===== config.mk =====
export PLATFORM = sky130hd
export DESIGN_NAME = pinmux_ctrl_reg
export DESIGN_NICKNAME = d
export VERILOG_FILES = /design/src/rtl/pinmux_pkg.sv /design/src/rtl/pinmux_ctrl.sv /design/src/rtl/pinmux_dpath.sv /design/src/rtl/pinmux_ctrl_reg.sv
export SDC_FILE = /design/constraint.sdc
export NUM_CORES = 1
export LEC_CHECK = 0
export BUFFER_PORTS_ARGS = -buffer_cell sky130_fd_sc_hd__buf_2
export CAP_MARGIN = 10
export CORE_AREA = 5 5 42 44
export DETAILED_ROUTE_END_ITERATION = 10
export DIE_AREA = 0 0 47 49
export GPL_ROUTABILITY_DRIVEN = 0
export MAX_ROUTING_LAYER = met4
export PLACE_DENSITY = 0.7
export SYNTH_ARGS = -nofsm -noshare
export SYNTH_HDL_FRONTEND = slang
export SYNTH_SLANG_ARGS = --single-unit

===== constraint.sdc =====
create_clock -name clk -period 2.6 [get_ports clk]
set_input_delay 0 -clock clk [delete_from_list [all_inputs] [get_ports clk]]
set_output_delay 0 -clock clk [all_outputs]
set_load 0.005 [all_outputs]

===== src/rtl/pinmux_pkg.sv =====
package pinmux_pkg;
  localparam int REG_W  = 8;
  localparam int MODE_W = 3;

  // Bit positions of the implemented controls.
  localparam int B_FREE = 7;
  localparam int B_PIPE = 5;
  localparam int B_CLK  = 4;
  localparam int B_LSTB = 3;
  localparam int B_RW   = 2;

  localparam logic [REG_W-1:0] IMPL_MASK    = (REG_W'(1) << B_FREE) | (REG_W'(1) << B_PIPE) |
                                              (REG_W'(1) << B_CLK)  | (REG_W'(1) << B_LSTB) |
                                              (REG_W'(1) << B_RW);
  localparam logic [REG_W-1:0] ONCE_MASK    = IMPL_MASK & ~(REG_W'(1) << B_CLK);
  localparam logic [REG_W-1:0] ANYTIME_MASK = REG_W'(1) << B_CLK;
  localparam logic [REG_W-1:0] RESET_VAL    = REG_W'(1) << B_FREE;

  typedef enum logic [MODE_W-1:0] {
    MODE_SC   = 3'd0,
    MODE_NXW  = 3'd1,
    MODE_NXN  = 3'd2,
    MODE_EMU  = 3'd3,
    MODE_SPC  = 3'd4,
    MODE_SPP  = 3'd5,
    MODE_RSV6 = 3'd6,
    MODE_RSV7 = 3'd7
  } opMode_e;

  // Strobes passed from the control to the datapath.
  typedef struct packed {
    logic [REG_W-1:0] loadMask;   // bits to load this cycle
    logic             gateBus;    // bus functions allowed on pins 7,6,5,2
    logic             gateStrobe; // bus function allowed on pin 3
  } ctlStrobe_s;
endpackage


===== src/rtl/pinmux_ctrl.sv =====
module pinmux_ctrl
  import pinmux_pkg::*;
(
  input  logic              clk,
  input  logic              rstN,
  input  logic              wrEn,
  input  logic [MODE_W-1:0] mode,
  output ctlStrobe_s        strb,
  output logic [REG_W-1:0]  onceUsed
);
  opMode_e modeE;
  logic isNormal;
  logic isSpecial;
  logic [REG_W-1:0] canWrite;

  assign modeE = opMode_e'(mode);

  always_comb begin
    isNormal        = 1'b0;
    isSpecial       = 1'b0;
    strb.gateBus    = 1'b0;
    strb.gateStrobe = 1'b0;
    unique case (modeE)
      MODE_SC:  begin isNormal = 1'b1; end
      MODE_NXW: begin isNormal = 1'b1; strb.gateBus = 1'b1; strb.gateStrobe = 1'b1; end
      MODE_NXN: begin isNormal = 1'b1; strb.gateBus = 1'b1; end
      MODE_EMU: begin strb.gateBus = 1'b1; strb.gateStrobe = 1'b1; end
      MODE_SPC: begin isSpecial = 1'b1; strb.gateBus = 1'b1; strb.gateStrobe = 1'b1; end
      MODE_SPP: begin isSpecial = 1'b1; end
      default:  begin end
    endcase
  end

  for (genvar i = 0; i < REG_W; i++) begin : g_bit
    if (ONCE_MASK[i]) begin : g_once
      logic usedFlag;
      always_ff @(posedge clk or negedge rstN) begin
        if (!rstN)                  usedFlag <= 1'b0;
        else if (wrEn && isNormal)  usedFlag <= 1'b1;
      end
      assign onceUsed[i] = usedFlag;
      assign canWrite[i] = isSpecial || (isNormal && !usedFlag);
    end else if (IMPL_MASK[i]) begin : g_any
      assign onceUsed[i] = 1'b0;
      assign canWrite[i] = isSpecial || (isNormal && ANYTIME_MASK[i]);
    end else begin : g_none
      assign onceUsed[i] = 1'b0;
      assign canWrite[i] = 1'b0;
    end
  end

  assign strb.loadMask = wrEn ? canWrite : '0;
endmodule


===== src/rtl/pinmux_dpath.sv =====
module pinmux_dpath
  import pinmux_pkg::*;
(
  input  logic               clk,
  input  logic               rstN,
  input  logic [REG_W-1:0]   wrData,
  input  logic               rdEn,
  input  ctlStrobe_s         strb,
  output logic [REG_W-1:0]   regVal,
  output logic [REG_W-1:0]   rdData,
  output logic [B_FREE:B_RW] pinBusSel
);
  always_ff @(posedge clk or negedge rstN) begin
    if (!rstN) regVal <= RESET_VAL;
    else       regVal <= (regVal & ~strb.loadMask) | (wrData & strb.loadMask);
  end

  assign rdData = rdEn ? regVal : '0;

  always_comb begin
    pinBusSel          = '0;
    pinBusSel[B_FREE]  = strb.gateBus    & ~regVal[B_FREE];
    pinBusSel[B_PIPE+1] = strb.gateBus   &  regVal[B_PIPE];
    pinBusSel[B_PIPE]  = strb.gateBus    &  regVal[B_PIPE];
    pinBusSel[B_CLK]   = ~regVal[B_CLK];
    pinBusSel[B_LSTB]  = strb.gateStrobe &  regVal[B_LSTB];
    pinBusSel[B_RW]    = strb.gateBus    &  regVal[B_RW];
  end
endmodule


===== src/rtl/pinmux_ctrl_reg.sv =====
module pinmux_ctrl_reg
  import pinmux_pkg::*;
(
  input  logic               clk,
  input  logic               rstN,
  input  logic               wrEn,
  input  logic [REG_W-1:0]   wrData,
  input  logic               rdEn,
  input  logic [MODE_W-1:0]  mode,
  output logic [REG_W-1:0]   rdData,
  output logic [B_FREE:B_RW] pinBusSel
);
  ctlStrobe_s       strb;
  logic [REG_W-1:0] regVal;
  logic [REG_W-1:0] onceUsed;

  pinmux_ctrl ctrl_i (
    .clk(clk), .rstN(rstN), .wrEn(wrEn), .mode(mode),
    .strb(strb), .onceUsed(onceUsed)
  );

  pinmux_dpath dpath_i (
    .clk(clk), .rstN(rstN), .wrData(wrData), .rdEn(rdEn), .strb(strb),
    .regVal(regVal), .rdData(rdData), .pinBusSel(pinBusSel)
  );
endmodule


==> Implementation_results.wiki <==
{| class="wikitable"
! Metric !! Value
|-
| Result of the run || finished, final reports clean
|-
| Fraction of power consumed by sequential logic || 0.410
|-
| Post-synthesis cell count || 36
|-
| Mean area per synthesized cell || 10.2 um^2
|-
| GR Overflow Total || 0
|-
| Area of the die || 2300 um^2
|-
| Final Net Count || 82
|-
| Count of flip-flops with a built-in enable after synthesis || 0
|-
| Share of the synthesized area in the top cell type || 0.340
|-
| Global-route wire length before repair || 1.35 mm
|-
| Router iterations before antenna repair || 4
|-
| Residual DRC count || 0
|-
| Time the worst path needs with I/O delays and setup || 1.04 ns
|-
| Final worst-path cycle share || 0.400
|-
| Reported net switching power || 77.7 uW
|-
| HPWL Detailed || 727 um
|-
| Starting Density || 0.263
|-
| Antenna diode count || 0
|-
| Cell chosen for the clock root || clkbuf_4
|-
| Worst setup EP type || flip-flop
|-
| Critical register-to-register path startpoint || ctrl_i.g_bit[3].g_once.usedFlag
|-
| PD cells || 527 nW/um^2
|-
| Final clock skew || 0.00393 ns
|-
| Vias per cell || 4.17
|-
| Count of input and output buffers || 22
|-
| Maximum ir drop on the vdd rail || 0.000221 V
|-
| Signal arrival time at the worst endpoint || 1.16 ns
|-
| Switching share of power || 0.262
|-
| Antenna viol nets, final || 0
|-
| Standard-cell row count || 14
|-
| Cell types occupying the most area after synthesis || dfrtp_1, mux2_1, and2_1
|-
| Final routed wire length divided by cell count || 10.0 um
|-
| Maximum count of clock buffers along a single path || 2
|-
| Number of antenna violations at the first check in global routing || 0
|-
| Start-to-end type of the worst setup path || reg2reg
|-
| Cell internal pwr || 218 uW
|-
| Final setup violation count || 0
|-
| Floorplan die height || 49 um
|-
| Fraction of layout cells with a size suffix above 1 || 0.455
|-
| Clk pwr share || 0.310
|-
| Predominant post-synthesis flop cell || dfrtp_1
|-
| Cell area after technology mapping || 368 um^2
|-
| Critical Path Fanout Max || 4
|-
| CTS Buf Count || 3
|-
| Most common cell in the netlist || and2_1
|-
| Core occupancy in the finished layout || 0.401
|-
| Detailed router's first-iteration violation count || 3
|-
| Final count of pins violating max slew || 0
|-
| Number of failing hold endpoints at the final stage || 0
|-
| Detailed-route wire length || 824 um
|-
| Type of element launching the critical path || flip-flop
|-
| Clock tree from TritonCTS || yes
|-
| CP required || 2.72 ns
|-
| Warnings from Yosys || 0
|-
| Sink Count || 6
|-
| Cell Area, Placed || 475 um^2
|-
| RSZ-0062 raised after global routing || no
|-
| Top-level port count || 29
|-
| Post-CTS setup-driven buffer insertion count || 0
|-
| Most frequent cells after synthesis || and2_1, dfrtp_1, buf_4, mux2_1
|-
| F_max || 962 MHz
|-
| Max H-tree Level || 1
|-
| Synth-to-layout area growth || 52.7%
|-
| Fraction of synthesis flops using an asynchronous set or reset pin || 1.00
|-
| Worst R2R Path Depth || 3
|-
| Launch point of the critical path || ctrl_i.g_bit[3].g_once.usedFlag
|-
| Class of the tightest hold or removal check || in2reg
|-
| Number of library cell types mapped by synthesis || 17
|-
| Cell taking the most area after synthesis || dfrtp_1
|-
| Leakage power || 0.288 nW
|-
| Combinational cell fraction of total power || 0.280
|-
| Setup slack on the worst flop-to-flop path || 1.56 ns
|-
| Post-CTS resize count || 0
|-
| Hold path depth || 2
|-
| Hold Crit Start || wrEn
|-
| Clock latency at the later pin of the worst-skew pair || 0.24 ns
|-
| Cell area after layout || 562 um^2
|-
| Setup TNS || 0 ns
|-
| Sequential share of the synthesized area || 0.412
|-
| Area inside the core boundary || 1400 um^2
|-
| Total Routing Usage GR || 0.0835
|-
| Clock transition at the registers of the reported paths || 0.05 ns
|-
| Number of synthesized register bits || 6
|-
| Number of buffers added to fix hold violations after cts || 6
|-
| Vias || 342
|-
| Largest net degree at the start of global routing || 7
|-
| Number of max-cap violations || 0
|-
| Horizontal die dimension || 47 um
|-
| Via count of the first global-routing pass || 311
|}
worst max path at each step:
stage	slack, ns	endpoint	cells past startpoint
floorplan	1.62	flip-flop	3
global placement	1.58	flip-flop	3
detailed placement	1.55	flip-flop	3
CTS	1.55	flip-flop	3
global route	1.49	flip-flop	3
finish	1.56	flip-flop	3
layer usage:
metal / share of wire / global-route usage / up-vias
met5: 0 / - / -
met4: 0 / 0.0415 / 0
met3: 0.10 / 0.0332 / 0
met2: 0.53 / 0.118 / 14
met1: 0.36 / 0.100 / 157
li1: - / - / 171
through the flow:
stage | power (mW) | hold slack, ns | instances | worst slack [ns]
floorplan | 0.165 | -0.296 | 38 | 1.62
global placement | 0.197 | -0.174 | 72 | 1.58
detailed placement | 0.201 | -0.172 | 72 | 1.55
CTS | 0.302 | 0.0468 | 82 | 1.55
global route | 0.321 | 0.0504 | 82 | 1.49
finish | 0.296 | 0.0547 | 82 | 1.56
layout by cell type, fill, tap and decap left out:
cell           synthesis  layout
dfrtp_1                5       5
a31o_2                 2       2
conb_1                 1       3
nand3_2                1       1
dlygate4sd3_1          0       6
o21ai_2                1       1
xnor2_1                1       1
buf_2                  0      22
a21oi_1                1       1
clkbuf_4               0       3
mux2_1                 4       4
nor2b_1                2       2
mux2i_1                1       1
inv_1                  2       2
and2_1                 7       7
nor2_1                 1       1
clkbuf_1               0       1
dfstp_2                1       1
nand2b_1               1       1
nand2_1                1       1
critical path, stage by stage (launching register included):
cell and delay, ns:
dfrtp_1 0.37, nand2b_1 0.08, nand3_2 0.13, mux2_1 0.34
power by group through the flow:
stage | Combinational [mW] | Clock, mW | Sequential [mW]
global placement | 0.0754 | 0 | 0.122
CTS | 0.0849 | 0.0954 | 0.122
detailed placement | 0.0779 | 0 | 0.123
floorplan | 0.0458 | 0 | 0.119
finish | 0.0828 | 0.0918 | 0.121
global route | 0.0929 | 0.104 | 0.124
logic make-up after synthesis:
| logic type | synth area share |
|---|---|
| DFF | 0.412 |
| other | 0.0102 |
| buffers and inverters | 0.102 |
| and+or+nand+nor | 0.218 |
| xor gates and xnor gates | 0.0238 |
| muxes | 0.150 |
| AOI/OAI and AO/OA | 0.0850 |
cell type report:
class | instances | area, um^2
repair buffers | 28 | 170
flip-flops and latches | 6 | 151
fillers | 148 | 840
well taps | 16 | 20.0
inverters | 2 | 7.51
clock buffers | 4 | 26.3
multi-input cells | 26 | 186
Note: power is estimated with default switching activity, not from simulation.
